<file path="src/rtl/txb_pkg.sv">
package txb_pkg;
    localparam int NCH    = 2;
    localparam int ADDR_W = 4;

    typedef enum logic [ADDR_W-1:0] {
        RA_CTRL  = 4'd0,
        RA_CHSEL = 4'd1,
        RA_DATA  = 4'd2,
        RA_LEN0  = 4'd3,
        RA_LEN1  = 4'd4,
        RA_KICK0 = 4'd5,
        RA_KICK1 = 4'd6,
        RA_IEN   = 4'd7,
        RA_ISTAT = 4'd8
    } reg_addr_e;

    localparam int CTRL_RST_BIT  = 0;
    localparam int CTRL_TXEN_BIT = 1;
endpackage

</file>
<file path="src/rtl/txb_fifo.sv">
module txb_fifo #(
    parameter int DEPTH = 64,
    localparam int PW = $clog2(DEPTH),
    localparam int CW = $clog2(DEPTH + 1)
) (
    input  logic          clk,
    input  logic          rst_n,
    input  logic          clr,
    input  logic          push,
    input  logic [31:0]   push_word,
    input  logic          pop,
    output logic [7:0]    head,
    output logic [CW-1:0] level
);
    typedef struct packed {
        logic [PW-1:0] wp;
        logic [PW-1:0] rp;
        logic [CW-1:0] cnt;
    } fifo_st_t;

    fifo_st_t s_d, s_q;
    logic [7:0] mem [DEPTH];

    always_comb begin
        s_d = s_q;
        if (clr) begin
            s_d = '0;
        end else begin
            if (push) s_d.wp = s_q.wp + PW'(4);
            if (pop)  s_d.rp = s_q.rp + PW'(1);
            s_d.cnt = s_q.cnt + (push ? CW'(4) : CW'(0)) - (pop ? CW'(1) : CW'(0));
        end
    end

    always_ff @(posedge clk or negedge rst_n) begin
        if (!rst_n) s_q <= '0;
        else        s_q <= s_d;
    end

    always_ff @(posedge clk) begin
        if (push && !clr) begin
            for (int b = 0; b < 4; b++) begin
                mem[s_q.wp + PW'(b)] <= push_word[8*b +: 8];
            end
        end
    end

    assign head  = mem[s_q.rp];
    assign level = s_q.cnt;

    AST_NO_OVERFLOW: assert property (@(posedge clk) disable iff (!rst_n)
        (push && !clr) |-> (int'(s_q.cnt) <= DEPTH - 4));
    AST_NO_UNDERFLOW: assert property (@(posedge clk) disable iff (!rst_n)
        (pop && !clr) |-> (s_q.cnt != '0));
endmodule

</file>
<file path="src/rtl/txb_sender.sv">
module txb_sender #(
    parameter int NCH = 2,
    parameter int LW  = 7,
    localparam int SW = (NCH > 1) ? $clog2(NCH) : 1
) (
    input  logic          clk,
    input  logic          rst_n,
    input  logic          abort,
    input  logic          start,
    input  logic [SW-1:0] start_ch,
    input  logic [LW-1:0] start_len,
    input  logic          ready,
    output logic          valid,
    output logic          last,
    output logic [SW-1:0] ch,
    output logic          pop,
    output logic          done
);
    typedef struct packed {
        logic          busy;
        logic [SW-1:0] ch;
        logic [LW-1:0] rem;
    } snd_st_t;

    snd_st_t s_d, s_q;

    always_comb begin
        pop  = s_q.busy && ready;
        done = pop && (s_q.rem == LW'(1));
        s_d  = s_q;
        if (abort) begin
            s_d = '0;
        end else if (start) begin
            s_d.busy = 1'b1;
            s_d.ch   = start_ch;
            s_d.rem  = start_len;
        end else if (pop) begin
            s_d.rem = s_q.rem - LW'(1);
            if (done) s_d.busy = 1'b0;
        end
    end

    always_ff @(posedge clk or negedge rst_n) begin
        if (!rst_n) s_q <= '0;
        else        s_q <= s_d;
    end

    assign valid = s_q.busy;
    assign last  = s_q.busy && (s_q.rem == LW'(1));
    assign ch    = s_q.ch;

    AST_BUSY_HAS_BYTES: assert property (@(posedge clk) disable iff (!rst_n)
        s_q.busy |-> (s_q.rem != '0));
    AST_NO_START_BUSY: assert property (@(posedge clk) disable iff (!rst_n)
        start |-> !s_q.busy);
endmodule

</file>
<file path="src/rtl/txbuf_ctrl.sv">
module txbuf_ctrl
    import txb_pkg::*;
#(
    parameter int DEPTH = 64
) (
    input  logic              clk,
    input  logic              rst_n,
    input  logic              reg_we,
    input  logic [ADDR_W-1:0] reg_waddr,
    input  logic [31:0]       reg_wdata,
    input  logic [ADDR_W-1:0] reg_raddr,
    output logic [31:0]       reg_rdata,
    output logic              tx_valid,
    input  logic              tx_ready,
    output logic [7:0]        tx_data,
    output logic              tx_last,
    output logic              irq
);
    localparam int LW = $clog2(DEPTH + 1);
    localparam int SW = (NCH > 1) ? $clog2(NCH) : 1;

    typedef struct packed {
        logic                   txen;
        logic [SW-1:0]          sel;
        logic [NCH-1:0][LW-1:0] len;
        logic [NCH-1:0]         ien;
        logic [NCH-1:0]         stat;
    } regs_t;

    regs_t r_d, r_q;

    logic [NCH-1:0][LW-1:0] lvl;
    logic [NCH-1:0][LW-1:0] eff_len;
    logic [NCH-1:0][7:0]    head;
    logic [NCH-1:0]         push_v, pop_v, clr_v;
    logic                   soft_rst;
    logic                   kick_go;
    logic [SW-1:0]          kick_ch;
    logic [LW-1:0]          kick_len;
    logic                   snd_busy, snd_last, snd_pop, snd_done;
    logic [SW-1:0]          snd_ch;

    for (genvar c = 0; c < NCH; c++) begin : g_q
        txb_fifo #(.DEPTH(DEPTH)) u_fifo (
            .clk       (clk),
            .rst_n     (rst_n),
            .clr       (clr_v[c]),
            .push      (push_v[c]),
            .push_word (reg_wdata),
            .pop       (pop_v[c]),
            .head      (head[c]),
            .level     (lvl[c])
        );
    end

    txb_sender #(.NCH(NCH), .LW(LW)) u_snd (
        .clk       (clk),
        .rst_n     (rst_n),
        .abort     (soft_rst),
        .start     (kick_go),
        .start_ch  (kick_ch),
        .start_len (kick_len),
        .ready     (tx_ready),
        .valid     (snd_busy),
        .last      (snd_last),
        .ch        (snd_ch),
        .pop       (snd_pop),
        .done      (snd_done)
    );

    // Queue control and start qualification
    always_comb begin
        soft_rst = reg_we && (reg_waddr == RA_CTRL) && reg_wdata[CTRL_RST_BIT];
        kick_go  = 1'b0;
        kick_ch  = '0;
        kick_len = '0;
        for (int c = 0; c < NCH; c++) begin
            eff_len[c] = (r_q.len[c] < lvl[c]) ? r_q.len[c] : lvl[c];
            push_v[c]  = reg_we && (reg_waddr == RA_DATA) && (r_q.sel == SW'(c))
                         && ((DEPTH - int'(lvl[c])) >= 4) && !soft_rst;
            pop_v[c]   = snd_pop && (snd_ch == SW'(c));
            clr_v[c]   = soft_rst || (snd_done && (snd_ch == SW'(c)));
            if (reg_we && (reg_waddr == ADDR_W'(RA_KICK0) + ADDR_W'(c)) && reg_wdata[0]
                && r_q.txen && !snd_busy && (eff_len[c] != '0) && !soft_rst) begin
                kick_go  = 1'b1;
                kick_ch  = SW'(c);
                kick_len = eff_len[c];
            end
        end
    end

    // Register next state
    always_comb begin
        r_d = r_q;
        for (int c = 0; c < NCH; c++) begin
            if (snd_done && (snd_ch == SW'(c))) r_d.len[c] = '0;
        end
        if (reg_we) begin
            case (reg_waddr)
                RA_CTRL:  r_d.txen = reg_wdata[CTRL_TXEN_BIT];
                RA_CHSEL: r_d.sel  = (reg_wdata < NCH) ? reg_wdata[SW-1:0] : '0;
                RA_IEN:   r_d.ien  = reg_wdata[NCH-1:0];
                RA_ISTAT: r_d.stat = r_q.stat & ~reg_wdata[NCH-1:0];
                default:  ;
            endcase
            for (int c = 0; c < NCH; c++) begin
                if (reg_waddr == ADDR_W'(RA_LEN0) + ADDR_W'(c)) begin
                    r_d.len[c] = (reg_wdata > DEPTH) ? LW'(DEPTH) : reg_wdata[LW-1:0];
                end
            end
        end
        if (snd_done) r_d.stat[snd_ch] = 1'b1;
        if (soft_rst) begin
            r_d      = '0;
            r_d.txen = reg_wdata[CTRL_TXEN_BIT];
        end
    end

    always_ff @(posedge clk or negedge rst_n) begin
        if (!rst_n) r_q <= '0;
        else        r_q <= r_d;
    end

    // Read side
    always_comb begin
        reg_rdata = '0;
        case (reg_raddr)
            RA_CTRL:  reg_rdata[CTRL_TXEN_BIT] = r_q.txen;
            RA_CHSEL: reg_rdata[SW-1:0]  = r_q.sel;
            RA_LEN0:  reg_rdata[LW-1:0]  = r_q.len[0];
            RA_LEN1:  reg_rdata[LW-1:0]  = r_q.len[1];
            RA_KICK0: reg_rdata[LW-1:0]  = lvl[0];
            RA_KICK1: reg_rdata[LW-1:0]  = lvl[1];
            RA_IEN:   reg_rdata[NCH-1:0] = r_q.ien;
            RA_ISTAT: reg_rdata[NCH-1:0] = r_q.stat;
            default:  ;
        endcase
    end

    assign tx_valid = snd_busy;
    assign tx_last  = snd_last;
    assign tx_data  = head[snd_ch];
    assign irq      = |(r_q.stat & r_q.ien);

    AST_TX_NEEDS_ENABLE: assert property (@(posedge clk) disable iff (!rst_n)
        $rose(tx_valid) |-> $past(r_q.txen));
    AST_DONE_FLAGS: assert property (@(posedge clk) disable iff (!rst_n)
        (snd_done && !soft_rst) |=> r_q.stat[$past(snd_ch)]);
    AST_DONE_EMPTIES: assert property (@(posedge clk) disable iff (!rst_n)
        (snd_done && !soft_rst) |=> (lvl[$past(snd_ch)] == '0));
    AST_SOFT_RESET: assert property (@(posedge clk) disable iff (!rst_n)
        soft_rst |=> (!tx_valid && (r_q.stat == '0) && (lvl == '0)));
    AST_IRQ_MASKED: assert property (@(posedge clk) disable iff (!rst_n)
        (r_q.ien == '0) |-> !irq);
endmodule

</file>
<file path="config.mk">
export PLATFORM = sky130hd
export DESIGN_NAME = txbuf_ctrl
export DESIGN_NICKNAME = d
export VERILOG_FILES = /design/src/rtl/txb_pkg.sv /design/src/rtl/txb_fifo.sv /design/src/rtl/txb_sender.sv /design/src/rtl/txbuf_ctrl.sv
export SDC_FILE = /design/constraint.sdc
export NUM_CORES = 2
export LEC_CHECK = 0
export BUFFER_PORTS_ARGS = -buffer_cell sky130_fd_sc_hd__buf_2
export CAP_MARGIN = 20
export CORE_AREA = 2 2 243 365
export CTS_BUF_LIST = sky130_fd_sc_hd__clkbuf_8 sky130_fd_sc_hd__clkbuf_16
export DETAILED_ROUTE_END_ITERATION = 7
export DIE_AREA = 0 0 245 367
export PLACE_DENSITY = 0.82
export RECOVER_POWER = 50
export SETUP_SLACK_MARGIN = 0.4
export SYNTH_ARGS = -nofsm -noshare
export SYNTH_HDL_FRONTEND = slang
export SYNTH_HIERARCHICAL = 1
export SYNTH_SLANG_ARGS = --single-unit
</file>
<file path="constraint.sdc">
create_clock -name clk -period 7.8 [get_ports clk]
set_input_delay 0.39 -clock clk [delete_from_list [all_inputs] [get_ports clk]]
set_output_delay 0.39 -clock clk [all_outputs]
set_load 0.05 [all_outputs]
</file>
### After elaboration in Yosys (flattened, before gate mapping)

Memory sizes are Yosys's and may differ from the RTL's.
Index checks and enable logic that the tools add are counted.

* bits in registers: 67
* bits in latches: 0
* bits in writable memories: 1024
* memory bits (read-only): 0
* bits of input ports: 44
* output and inout port bits: 43
* logic and storage cells: 169
* memories kept: 2

* $add $sub $neg: 17
* $mul: 0
* divide/modulo/power cells: 0
* $lt $le $gt $ge: 8
* eq/ne operators: 16
* shift-type cells: 0
* muxes and demuxes: 48
* bitwise logic cells: 6
* reduce and logical (&&, ||, !) cells: 57

Memories
* g_q[0].u_fifo.mem: depth 64, bits a word 8, read ports 1, clocked after Yosys merged registers in 0, write ports 4, line txb_fifo.sv:22 `logic [7:0] mem [DEPTH];`
* g_q[1].u_fifo.mem: depth 64, bits a word 8, read ports 1, clocked after Yosys merged registers in 0, write ports 4, line txb_fifo.sv:22

Operator list (count)
* $mux W7: 11
* $mux W20: 2
* $mux W19: 2
* $eq A4 B3 Y1 const B: 8
* $gt A32 B7 Y1 const B: 1
* $lt A32 B2 Y1 const B: 1
* $logic_and A1 B1 Y1: 31
* $add A6 B1 Y6 const B: 4
* $add A6 B2 Y6 const B: 4
* $mux W6: 4
* $pmux W5 S4: 1
* $reduce_bool A2 Y1: 9
* $mux W1: 17
* $ge A8 B4 Y1 const B: 2
* $mux W8: 2
* $sub A7 B7 Y8 const A: 2
* $add A7 B7 Y7: 2
* $lt A7 B7 Y1: 2
* $pmux W1 S7: 2
* $reduce_bool A7 Y1: 2
* $sub A7 B7 Y7: 2
* $add A6 B3 Y6 const B: 2
* $eq A4 B2 Y1 const B: 3
* $mux W9: 1
* other kinds (19): 35

### Logic depth before layout (Yosys ltp)

* depth in word-level cells: 11
* mapped depth: 14
* gate-level depth less buffers: 12

### By module

The synthesis kept the hierarchy.

Modules (own cells, without submodules)
* txb_fifo: instances 2, cells each 1804, area an instance 24368.4 um^2, sequential area each 15800.2 um^2
* txbuf_ctrl: instances 1, cells each 311, area an instance 2386.0 um^2, sequential area each 500.5 um^2
* txb_sender: instances 1, cells each 57, area an instance 571.8 um^2, sequential area each 225.2 um^2

### Worst setup path after synthesis

No wires, ideal clock.

* kind: input port to flip-flop
* from: in reg_waddr[3]
* to: reg g_q[1].u_fifo.s_q, in the netlist g_q[1].u_fifo/level[6]
* setup time: 0.125 ns
* arrival time: 3.305 ns
* data required time: 7.675 ns
* setup slack: 4.370 ns
* stages: 14
* path buffers: 2
* path through: clkbuf_2 -> or3b_2 -> or2_2 -> nor4b_1 -> buf_2 -> inv_1 -> ha_1 -> inv_1 -> ha_1 -> a21o_1 -> a21oi_1 -> o21bai_1 -> a21oi_1 -> mux2_2

RTL lines
* from (decl): line txbuf_ctrl.sv:9 `input logic [ADDR_W-1:0] reg_waddr,`
* to (signal assigned): line txb_fifo.sv:36 `if (!rst_n) s_q <= '0;`
* to (signal assigned): line txb_fifo.sv:37 `else s_q <= s_d;`
* to (decl): line txb_fifo.sv:21 `fifo_st_t s_d, s_q;`

==> flow_metrics.env <==
export IMPL_cpMostUsedCell="clkbuf_1"
export IMPL_fillers=6047
export IMPL_holdBufCountCts=2
export IMPL_grt_max_degree=102
export IMPL_clk_path_buf_depth=3
export IMPL_synth_top_area_cell="edfxtp_1"
export IMPL_dieArea_um2=89900
export IMPL_power_mw=13.7
export IMPL_async_reset_ff_share_pct=5.80
export IMPL_wl_mm=149
export IMPL_synth_compound_area_share_pct=11.2
export IMPL_core_um2=87000
export IMPL_hold_path_cell_count=3
export IMPL_cts_resized=0
export IMPL_seqCellArea_um2=32300
export IMPL_crit_type="input pin to flop"
export IMPL_drt_iter0_markers=4914
export IMPL_die_y_um=367
export IMPL_r2r_cells=10
export IMPL_synth_edff_count=1024
export IMPL_syn_avg_cell_area_um2=13.0
export IMPL_synth_fa_ha_area_share_pct=0.852
export IMPL_io_pins=87
export IMPL_synth_flop_cell="edfxtp_1"
export IMPL_cp_max_fo=33
export IMPL_ant_nets=0
export IMPL_antenna_found_initial=5
export IMPL_multi_input_area_um2=15800
export IMPL_yosysMostFrequentCell="edfxtp_1"
export IMPL_power_density_nw_per_um2=252
export IMPL_grt_first_pass_wirelength_mm=214
export IMPL_maxCapViolCount=15
export IMPL_synth_xor_xnor_area_share_pct=0.407
export IMPL_finalSetupViolCount=0
export IMPL_initial_core_util_pct=59.4
export IMPL_fp_dieW_um=245
export IMPL_path_clk_slew_ns=0.06
export IMPL_final_setup_tns_ns=0
export IMPL_required_ns=8.11
export IMPL_min_period_ns=5.32
export IMPL_worstSetupStartpointType="input pin"
export IMPL_dr_pass1_iters=8
export IMPL_timing_slew_headroom_pct=-221
export IMPL_clock_sinks=1087
export IMPL_areaGrowthSynthToFinish_pct=4.91
export IMPL_report_final_slew_viol_count=661
export IMPL_violations="DRC, capacitance limit, slew limit"
export IMPL_max_freq_mhz=188
export IMPL_synth_simple_gate_area_share_pct=5.37
export IMPL_synth_area_leaders="edfxtp_1 59%, mux4_2 8.5%, o21ai_0 7.2%"
export IMPL_fin_skew_ns=0.0350
export IMPL_yosysWarnings=6
export IMPL_cts_buffers=94
export IMPL_worstPathArrival_ns=5.64
export IMPL_fin_crit_sh_pct=68.2
export IMPL_hpwlAfterDp_mm=92.8
export IMPL_htree_levels=3
export IMPL_worst_slack_ns=2.48
export IMPL_synth_top_cell_area_share_pct=59.5
export IMPL_clk_latency_ns=0.72
export IMPL_grt_pass1_vias=32500
export IMPL_cp_cell_sequence="clkbuf_1 -> nand2_1 -> or3_1 -> inv_1 -> or2_0 -> nand2b_1 -> nor3_1 -> clkbuf_1 -> nand3_1 -> clkbuf_1 -> inv_1"
export IMPL_hold_viol=0
export IMPL_routed_via_density=6.95
export IMPL_rsz0062_at_grt="no"
export IMPL_synth_top_family_by_area="multiplexers"
export IMPL_synthTopCellsByCount="1024 x edfxtp_1, 740 x o21ai_0, 477 x clkbuf_1, 319 x nand2_1, 211 x inv_1"
export IMPL_synth_cell_types=72
export IMPL_grt_total_usage_pct=33.2
export IMPL_cpPeakStageDelay_ns=0.91
export IMPL_pre_cts_ws_ns=3.31
export IMPL_rows=133
export IMPL_place_congestion=1.03
export IMPL_instances_no_fill=4827
export IMPL_peakVddDrop_uv=235
export IMPL_numPortBuffers=61
export IMPL_cp_slowest_cell="or2_0"
export IMPL_worstMarginPinSlew_ns=4.81
export IMPL_fin_nets=3676
export IMPL_end_kind="flop"
export IMPL_cts_root_buf="clkbuf_16"
export IMPL_cts_tree="yes"
export IMPL_p_leak_nw=19.0
export IMPL_wl_per_cell_um=30.9
export IMPL_synth_area_um2=51700
export IMPL_gr_total_overflow=0
export IMPL_synthMuxAreaShare_pct=12.6
export IMPL_vias=33500
export IMPL_place_inst=4642
export IMPL_netlist_instances=3976
export IMPL_cts_setup_buffers=0
export IMPL_yosysSeqAreaShare_pct=62.5
export IMPL_drc=4
export IMPL_hp_class="input pin to flop"
export IMPL_outcome="complete, but fails checks"
export IMPL_ys_ff_latch=1087
export IMPL_drive_gt1_share_pct=13.0
sequential cells by signal, indices dropped and copies added, names as in the netlist:
name,flops
u_snd/s_q,7
u_snd/valid,1
r_q,20
u_snd/ch,1
g_q.u_fifo/s_q,20
g_q.u_fifo/mem,1024
g_q.u_fifo/level,14
layer usage:
metal  part of all wire, %  track usage [%]
met1                    31             38.4
met2                    47             52.3
met3                    12             8.12
met4                    10             27.5
met5                 0.022                0
critical path: cells and delay by family:
family        cells  cell delay (ns)
buf+inv           5             2.93
simple gates      6             2.28
final cells by class:
| class | count | area share [%] |
|---|---|---|
| sequential | 1087 | 59.6 |
| multi-input combinational | 2087 | 29.2 |
| clock buffer | 99 | 4.51 |
| tap | 1147 | 2.65 |
| inverter | 213 | 1.47 |
| clock inverter | 77 | 1.33 |
| timing repair buffer | 115 | 1.23 |
| antenna | 2 | 0.00923 |
kinds of logic (layout without fill, tap and decap cells):
group,count (synthesis),in the layout
flip-flops,1087,1087
AO/OA/AOI/OAI,1016,1016
buffers and inverters,826,504
AND/OR/NAND/NOR,588,588
multiplexers,400,400
adder cells (fa/ha/maj),34,34
XOR/XNOR,24,24
other,1,27
final timing paths:
check	start	endpoint	slack [ns]
hold reg to reg	r_q[19]	r_q[19]	0.57
hold / removal	reg_waddr[1]	r_q[3]	0.04
min in group asynchronous	rst_n	u_snd/s_q[3]	1.67
max in group asynchronous	rst_n	g_q[1].u_fifo/s_q[7]	3.44
setup / recovery	reg_wdata[0]	g_q[0].u_fifo/mem[49][5]	2.48
setup reg to reg	u_snd/s_q[2]	g_q[0].u_fifo/mem[49][5]	2.52
metrics by stage:
step	hold slack (ns)	util [%]	area, um2
floorplan	0.0944	-	51800
global placement	0.537	58.8	51100
detailed placement	0.556	58.8	51100
CTS	0.0219	62.4	54300
global route	0.0464	62.3	54200
finish	0.0446	62.3	54200
where the power goes:
| group | leakage [nW] | internal [mW] | switching (mW) |
|---|---|---|---|
| logic | 7.38 | 0.896 | 1.30 |
| clock network | 1.58 | 2.65 | 2.17 |
| registers | 10.0 | 6.47 | 0.215 |
cells in the final DEF (no fill, tap or decap), drive strengths merged, types with 45 or more instances in the layout:
cell / instances
edfxtp: 1024
inv: 226
clkbuf: 141
mux2i: 163
nand2: 319
o21ai: 740
clkinv: 45
buf: 71
nor2: 71
a21o: 50
dfrtp: 63
mux4: 198
Power figures use the tool's default switching activity.
